File: src/rtl/pa_pkg.sv
package pa_pkg;
  localparam logic [1:0] ADDR_CTRL = 2'd0;
  localparam logic [1:0] ADDR_FLAG = 2'd1;
  localparam logic [1:0] ADDR_CHI  = 2'd2;
  localparam logic [1:0] ADDR_CLO  = 2'd3;

  // control byte, bit 0 at the bottom
  typedef struct packed {
    logic ie_edge;   // bit 5
    logic ie_ovf;    // bit 4
    logic fast_clr;  // bit 3
    logic pol;       // bit 2
    logic gated;     // bit 1
    logic en;        // bit 0
  } pa_ctrl_t;

  localparam int CTRL_W = $bits(pa_ctrl_t);
  localparam int FLAG_OVF  = 1;
  localparam int FLAG_EDGE = 0;
endpackage

File: src/rtl/pa_edge_sync.sv
module pa_edge_sync #(
  parameter int STAGES = 2
) (
  input  logic clk,
  input  logic rst_n,
  input  logic pin,
  input  logic pol,
  output logic level_act,
  output logic lead,
  output logic trail
);
  logic [STAGES:0] chain;
  logic cur_act, old_act;

  always_ff @(posedge clk) begin
    if (!rst_n) chain <= '0;
    else        chain <= {chain[STAGES-1:0], pin};
  end

  assign cur_act   = chain[STAGES-1] ^ pol;
  assign old_act   = chain[STAGES] ^ pol;
  assign level_act = cur_act;
  assign lead      = cur_act & ~old_act;
  assign trail     = ~cur_act & old_act;

  // a detected edge lasts a single cycle
  p_lead_single_r2: assert property (@(posedge clk) disable iff (!rst_n)
    lead |=> !lead);
  p_trail_single_r6: assert property (@(posedge clk) disable iff (!rst_n)
    trail |=> !trail);
endmodule

File: src/rtl/pa_counter.sv
module pa_counter #(
  parameter int W = 16
) (
  input  logic         clk,
  input  logic         rst_n,
  input  logic         inc,
  input  logic         ld_hi,
  input  logic         ld_lo,
  input  logic [W-1:0] ld_data,
  output logic [W-1:0] cnt,
  output logic         wrap
);
  localparam int HALF = W / 2;

  logic any_ld;
  assign any_ld = ld_hi | ld_lo;
  assign wrap   = inc & (&cnt) & ~any_ld;

  always_ff @(posedge clk) begin
    if (!rst_n) begin
      cnt <= '0;
    end else if (any_ld) begin
      cnt[W-1:HALF] <= ld_hi ? ld_data[W-1:HALF] : cnt[W-1:HALF];
      cnt[HALF-1:0] <= ld_lo ? ld_data[HALF-1:0] : cnt[HALF-1:0];
    end else if (inc) begin
      cnt <= cnt + 1'b1;
    end
  end

  p_load_wins_r10: assert property (@(posedge clk) disable iff (!rst_n)
    (ld_hi && ld_lo) |=> cnt == $past(ld_data));
  p_idle_hold_r4: assert property (@(posedge clk) disable iff (!rst_n)
    (!inc && !any_ld) |=> $stable(cnt));
  p_wrap_zero_r5: assert property (@(posedge clk) disable iff (!rst_n)
    wrap |=> cnt == '0);
endmodule

File: src/rtl/pa_flags.sv
module pa_flags (
  input  logic       clk,
  input  logic       rst_n,
  input  logic       set_ovf,
  input  logic       set_edge,
  input  logic [1:0] clr_mask,
  input  logic       clr_all,
  output logic [1:0] flags
);
  logic [1:0] setv, clrv;
  assign setv = {set_ovf, set_edge};
  assign clrv = clr_mask | {2{clr_all}};

  always_ff @(posedge clk) begin
    if (!rst_n) flags <= '0;
    else        flags <= (flags & ~clrv) | setv;
  end

  p_set_wins_r9: assert property (@(posedge clk) disable iff (!rst_n)
    set_ovf |=> flags[1]);
  p_edge_set_r6: assert property (@(posedge clk) disable iff (!rst_n)
    set_edge |=> flags[0]);
  p_w1c_r7: assert property (@(posedge clk) disable iff (!rst_n)
    (clr_mask[1] && !set_ovf) |=> !flags[1]);
  p_no_spurious_r5: assert property (@(posedge clk) disable iff (!rst_n)
    $rose(flags[1]) |-> $past(set_ovf));
endmodule

File: src/rtl/pulse_acc.sv
module pulse_acc #(
  parameter int CNT_W       = 16,
  parameter int SYNC_STAGES = 2
) (
  input  logic             clk,
  input  logic             rst_n,
  input  logic             pin_in,
  input  logic             tick_in,
  input  logic             bus_sel,
  input  logic             bus_wr,
  input  logic             bus_word,
  input  logic [1:0]       bus_addr,
  input  logic [CNT_W-1:0] bus_wdata,
  output logic [CNT_W-1:0] bus_rdata,
  output logic             irq
);
  import pa_pkg::*;
  localparam int HALF = CNT_W / 2;

  pa_ctrl_t          ctrl;
  logic [1:0]        flags;
  logic [CNT_W-1:0]  cnt, ld_data;
  logic              level_act, lead, trail, wrap;
  logic              inc, set_edge, wr_cnt, cnt_acc, ld_hi, ld_lo, clr_all;
  logic [1:0]        w1c;

  always_ff @(posedge clk) begin
    if (!rst_n) ctrl <= '0;
    else if (bus_sel && bus_wr && bus_addr == ADDR_CTRL) ctrl <= pa_ctrl_t'(bus_wdata[CTRL_W-1:0]);
  end

  pa_edge_sync #(.STAGES(SYNC_STAGES)) u_sync (
    .clk(clk), .rst_n(rst_n), .pin(pin_in), .pol(ctrl.pol),
    .level_act(level_act), .lead(lead), .trail(trail));

  assign inc      = ctrl.en & (ctrl.gated ? (level_act & tick_in) : lead);
  assign set_edge = ctrl.en & (ctrl.gated ? trail : lead);

  assign cnt_acc = bus_sel & bus_addr[1];
  assign wr_cnt  = cnt_acc & bus_wr;
  assign ld_hi   = wr_cnt & (bus_word | bus_addr == ADDR_CHI);
  assign ld_lo   = wr_cnt & (bus_word | bus_addr == ADDR_CLO);
  assign ld_data = bus_word ? bus_wdata : {2{bus_wdata[HALF-1:0]}};

  pa_counter #(.W(CNT_W)) u_cnt (
    .clk(clk), .rst_n(rst_n), .inc(inc), .ld_hi(ld_hi), .ld_lo(ld_lo),
    .ld_data(ld_data), .cnt(cnt), .wrap(wrap));

  assign w1c     = (bus_sel && bus_wr && bus_addr == ADDR_FLAG) ? bus_wdata[1:0] : 2'b00;
  assign clr_all = ctrl.fast_clr & cnt_acc;

  pa_flags u_flags (
    .clk(clk), .rst_n(rst_n), .set_ovf(wrap), .set_edge(set_edge),
    .clr_mask(w1c), .clr_all(clr_all), .flags(flags));

  always_comb begin
    bus_rdata = '0;
    case (bus_addr)
      ADDR_CTRL: bus_rdata[CTRL_W-1:0] = ctrl;
      ADDR_FLAG: bus_rdata[1:0] = flags;
      ADDR_CHI:  bus_rdata = bus_word ? cnt : {{HALF{1'b0}}, cnt[CNT_W-1:HALF]};
      default:   bus_rdata = bus_word ? cnt : {{HALF{1'b0}}, cnt[HALF-1:0]};
    endcase
  end

  assign irq = (flags[FLAG_OVF] & ctrl.ie_ovf) | (flags[FLAG_EDGE] & ctrl.ie_edge);

  p_fast_clear_r8: assert property (@(posedge clk) disable iff (!rst_n)
    (clr_all && !wrap && !set_edge) |=> flags == 2'b00);
  p_disabled_quiet_r4: assert property (@(posedge clk) disable iff (!rst_n)
    (!ctrl.en && !wr_cnt) |=> $stable(cnt));
  p_irq_source_r12: assert property (@(posedge clk) disable iff (!rst_n)
    irq |-> flags != 2'b00);
endmodule

File: config.mk
export PLATFORM = sky130hd
export DESIGN_NAME = pulse_acc
export DESIGN_NICKNAME = d
export VERILOG_FILES = /design/src/rtl/pa_pkg.sv /design/src/rtl/pa_edge_sync.sv /design/src/rtl/pa_counter.sv /design/src/rtl/pa_flags.sv /design/src/rtl/pulse_acc.sv
export SDC_FILE = /design/constraint.sdc
export NUM_CORES = 1
export LEC_CHECK = 0
export BUFFER_PORTS_ARGS = -buffer_cell sky130_fd_sc_hd__buf_4
export CAP_MARGIN = 30
export CORE_AREA = 2 2 71 73
export DETAILED_ROUTE_END_ITERATION = 7
export DIE_AREA = 0 0 73 75
export GPL_TIMING_DRIVEN = 0
export PLACE_DENSITY = 0.6
export SYNTH_ARGS = -nofsm -noshare
export SYNTH_HDL_FRONTEND = slang
export SYNTH_HIERARCHICAL = 1
export SYNTH_SLANG_ARGS = --single-unit
File: constraint.sdc
create_clock -name clk -period 2.6 [get_ports clk]
set_input_delay 0.39 -clock clk [delete_from_list [all_inputs] [get_ports clk]]
set_output_delay 0.39 -clock clk [all_outputs]
set_load 0.01 [all_outputs]
==> flow_metrics.tcl <==
set metrics [dict create \
    status "complete, no violations" \
    tritoncts "built" \
    irDropWorstVdd_v 0.0001837 \
    switchingPower_w 0.0002458 \
    cts_root_buffer "clkbuf_8" \
    viasPerCell 5.830 \
    fin_cells 318 \
    fp.dieW_um 73 \
    ys_seq_area_share_pct 29.27 \
    dr.first_iter.drc_count 152 \
    grt_max_degree 19 \
    drv_cap 0 \
    post-dp-hpwl_um 4227 \
    gp_congestion 0.8674 \
    slew_violations 0 \
    boundaryPins 42 \
    cts-htree-levels 1 \
    grt-ovfl-total 0 \
    grt_util_met2_pct 34.73 \
    seq_power_share_pct 52.4 \
    start_kind "register" \
    synth_seq_cells 27 \
    clk_pin_slew_worst_paths_ns 0.11 \
    cts_buffers 3 \
    drive_gt1_share_pct 28.03 \
    grt_pass1_wl_um 8562 \
    vias 1854 \
    clockBufferDepth 2 \
    synth_cells 219 \
    synth_area_per_cell_sq_um 8.433 \
    fin_crit_sh_pct 88.20 \
    tightestPinTransition_ns 0.4778 \
    use_met3_pct 2.008 \
    ys_warn_count 6 \
    leakagePower_nw 0.9319 \
    synth_area_sq_um 1847 \
    use_met1_pct 28.30 \
    path_class "reg -> reg" \
    top_usage_layer "met2" \
    area_growth_syn_to_layout_pct 22.97 \
    fin_crit_ns 2.293 \
    relSlewSlack_pct 68.15 \
    p_sw_share_pct 28.65 \
    synth-main-ff-cell "dfxtp_1" \
    hold_viol_final 0 \
    final_common_cell "buf_4" \
    final_cell_mix "41 x buf_4, 27 x dfxtp_1, 25 x nand2_1" \
    dr.pass1.iters 4 \
    min_path_type "in -> reg" \
    die_h_um 75 \
    clock_sinks 27 \
    port_buffers 41 \
    internal_power_w 0.0006121 \
    initial_core_util_pct 39.62 \
    nets 291 \
    n_antenna_cell 0 \
    syn_nets 245 \
    drc 0 \
    clkPwrFrac_pct 30.2 \
    placedCellCount 314 \
    core-area_sq_um 4661 \
    fin_hold_ws_ns 0.3180 \
    fmax_mhz 436.1 \
    grt.total_usage_pct 20.79 \
    wirelength_um 5568 \
    yosysUniqueCellTypes 54 \
    rsz0062_at_grt "false" \
    finalSetupTns_ns 0 \
    pwr-share-comb_pct 17.4 \
    cts_setup_buffers 0 \
    die-area_sq_um 5475 \
    clk_latency_ns 0.28 \
    p_per_area_nw_per_um2 377.8 \
    crit_arrival_ns 2.49 \
    cp-end-kind "register" \
    cp_max_fo 6 \
    core.rowCount 25 \
    grt_pass1_vias 1664 \
    setup_viol 0 \
    ant_nets 0 \
    antenna_found_initial 0 \
    ys_async_sr_fraction_pct 0 \
    fin_skew_ns 0.003200 \
    critPathRequiredTime_ns 2.80 \
    wl_per_cell_um 17.51 \
    cts.hold.buffers_added 0 \
    synth_edf_count 0 \
]
[per-stage QoR]
stage	utilization (%)	setup slack [ns]	cell area [sq um]	total power, W
after floorplan	-	0.6670	1847	0.0005323
after global placement	47.68	0.1643	2222	0.0006064
after detailed placement	47.68	0.1495	2222	0.0006074
after CTS	48.72	0.1315	2271	0.0008643
after global routing	48.72	0.06530	2271	0.0008951
final	48.72	0.3068	2271	0.0008580
[layer usage]
metal / up-vias / share of wire, %
met5: - / 0
met4: 0 / 0.56
met3: 2 / 5.4
met2: 53 / 48
met1: 886 / 46
li1: 913 / -
[registers in the layout, summed over array words and instances (netlist names)]
signal	cells
u_sync/chain	3
u_flags/flags	2
u_cnt/cnt	16
ctrl	6
[power groups by stage]
stage          Clock, W  Combinational [W]  Sequential, W
2_1_floorplan         0          0.0000827       0.000450
3_3_place_gp          0           0.000148       0.000459
3_5_place_dp          0           0.000149       0.000459
4_1_cts        0.000266           0.000150       0.000449
5_1_grt        0.000281           0.000163       0.000451
6_report       0.000259           0.000150       0.000449
[logic make-up (layout without fill, tap and decap cells)]
group	after synthesis	count (layout)	synth area share, %
DFF	27	27	29.27
muxes	17	17	11.31
and+or+nand+nor	90	90	27.78
AOI/OAI and AO/OA	64	64	24.39
adders and majority gates	1	1	0.6774
xor gates and xnor gates	6	6	2.846
buffers and inverters	14	59	3.725
[critical path: stages, from the launching register on]
cell	delay [ns]
dfxtp_1	0.49
mux2i_1	0.22
nand2b_1	0.09
a21boi_1	0.38
nor2b_1	0.47
and4_1	0.29
and2_2	0.16
nand2_1	0.05
o31ai_1	0.06
[worst paths after layout]
kind                                 startpoint               end  slack, ns  cells past startpoint
worst max register to register          ctrl[2]  u_flags/flags[1]       0.31                      8
worst min-delay path                     pin_in   u_sync/chain[0]       0.32                      2
worst min register to register  u_sync/chain[0]   u_sync/chain[1]       0.45                      1
worst max-delay path                    ctrl[2]  u_flags/flags[1]       0.31                      8
[Yosys cell counts, types with 2 or more instances]
cell type   n  share of area, %
mux4_2      2               2.4
a211oi_1    2              0.81
and2_1      4               1.4
o211a_1     3               1.6
o31ai_1     2              0.81
nand2_1    25               5.1
o21ai_0    18               4.9
dfxtp_1    27                29
nand3_1    13               3.5
buf_2       5               1.4
nor3_2      2               1.1
xor2_1      4               1.9
a31oi_1     3               1.0
a311o_1     3               1.6
nor3b_1     2              0.81
o2bb2ai_1   4               1.9
clkbuf_1    4              0.81
nand2b_1    3               1.0
xnor2_1     2              0.95
and3_1     14               4.7
o2111a_1    2               1.2
a21oi_1    11               3.0
inv_1       3              0.61
o21a_1      2              0.81
nor2b_1     2              0.68
a41o_1      2               1.1
a21boi_0    2              0.81
mux2_2      9               5.5
mux2i_1     4               2.2
mux2_1      2               1.2
nor2_1     11               2.2
a22oi_1     3               1.2
and2_2      2              0.81
a311oi_1    2              0.95
[area by class of cell]
type / instances / area, sq um
plain buffers: 10 / 53.80
clock buffers: 3 / 41.29
clock inverters: 1 / 7.507
fillers: 482 / 2390
inverters: 4 / 15.01
multi-input cells: 178 / 1237
flip-flops and latches: 27 / 540.5
well taps: 54 / 67.56
repair buffers: 41 / 307.8
[repair_timing]
| item | CTS | global route |
|---|---|---|
| gates resized for setup | 0 | 1 |
| endpoints found under the hold margin | 0 | 0 |
| setup endpoints to repair | 0 | 9 |
(Power assumes the default switching activity.)
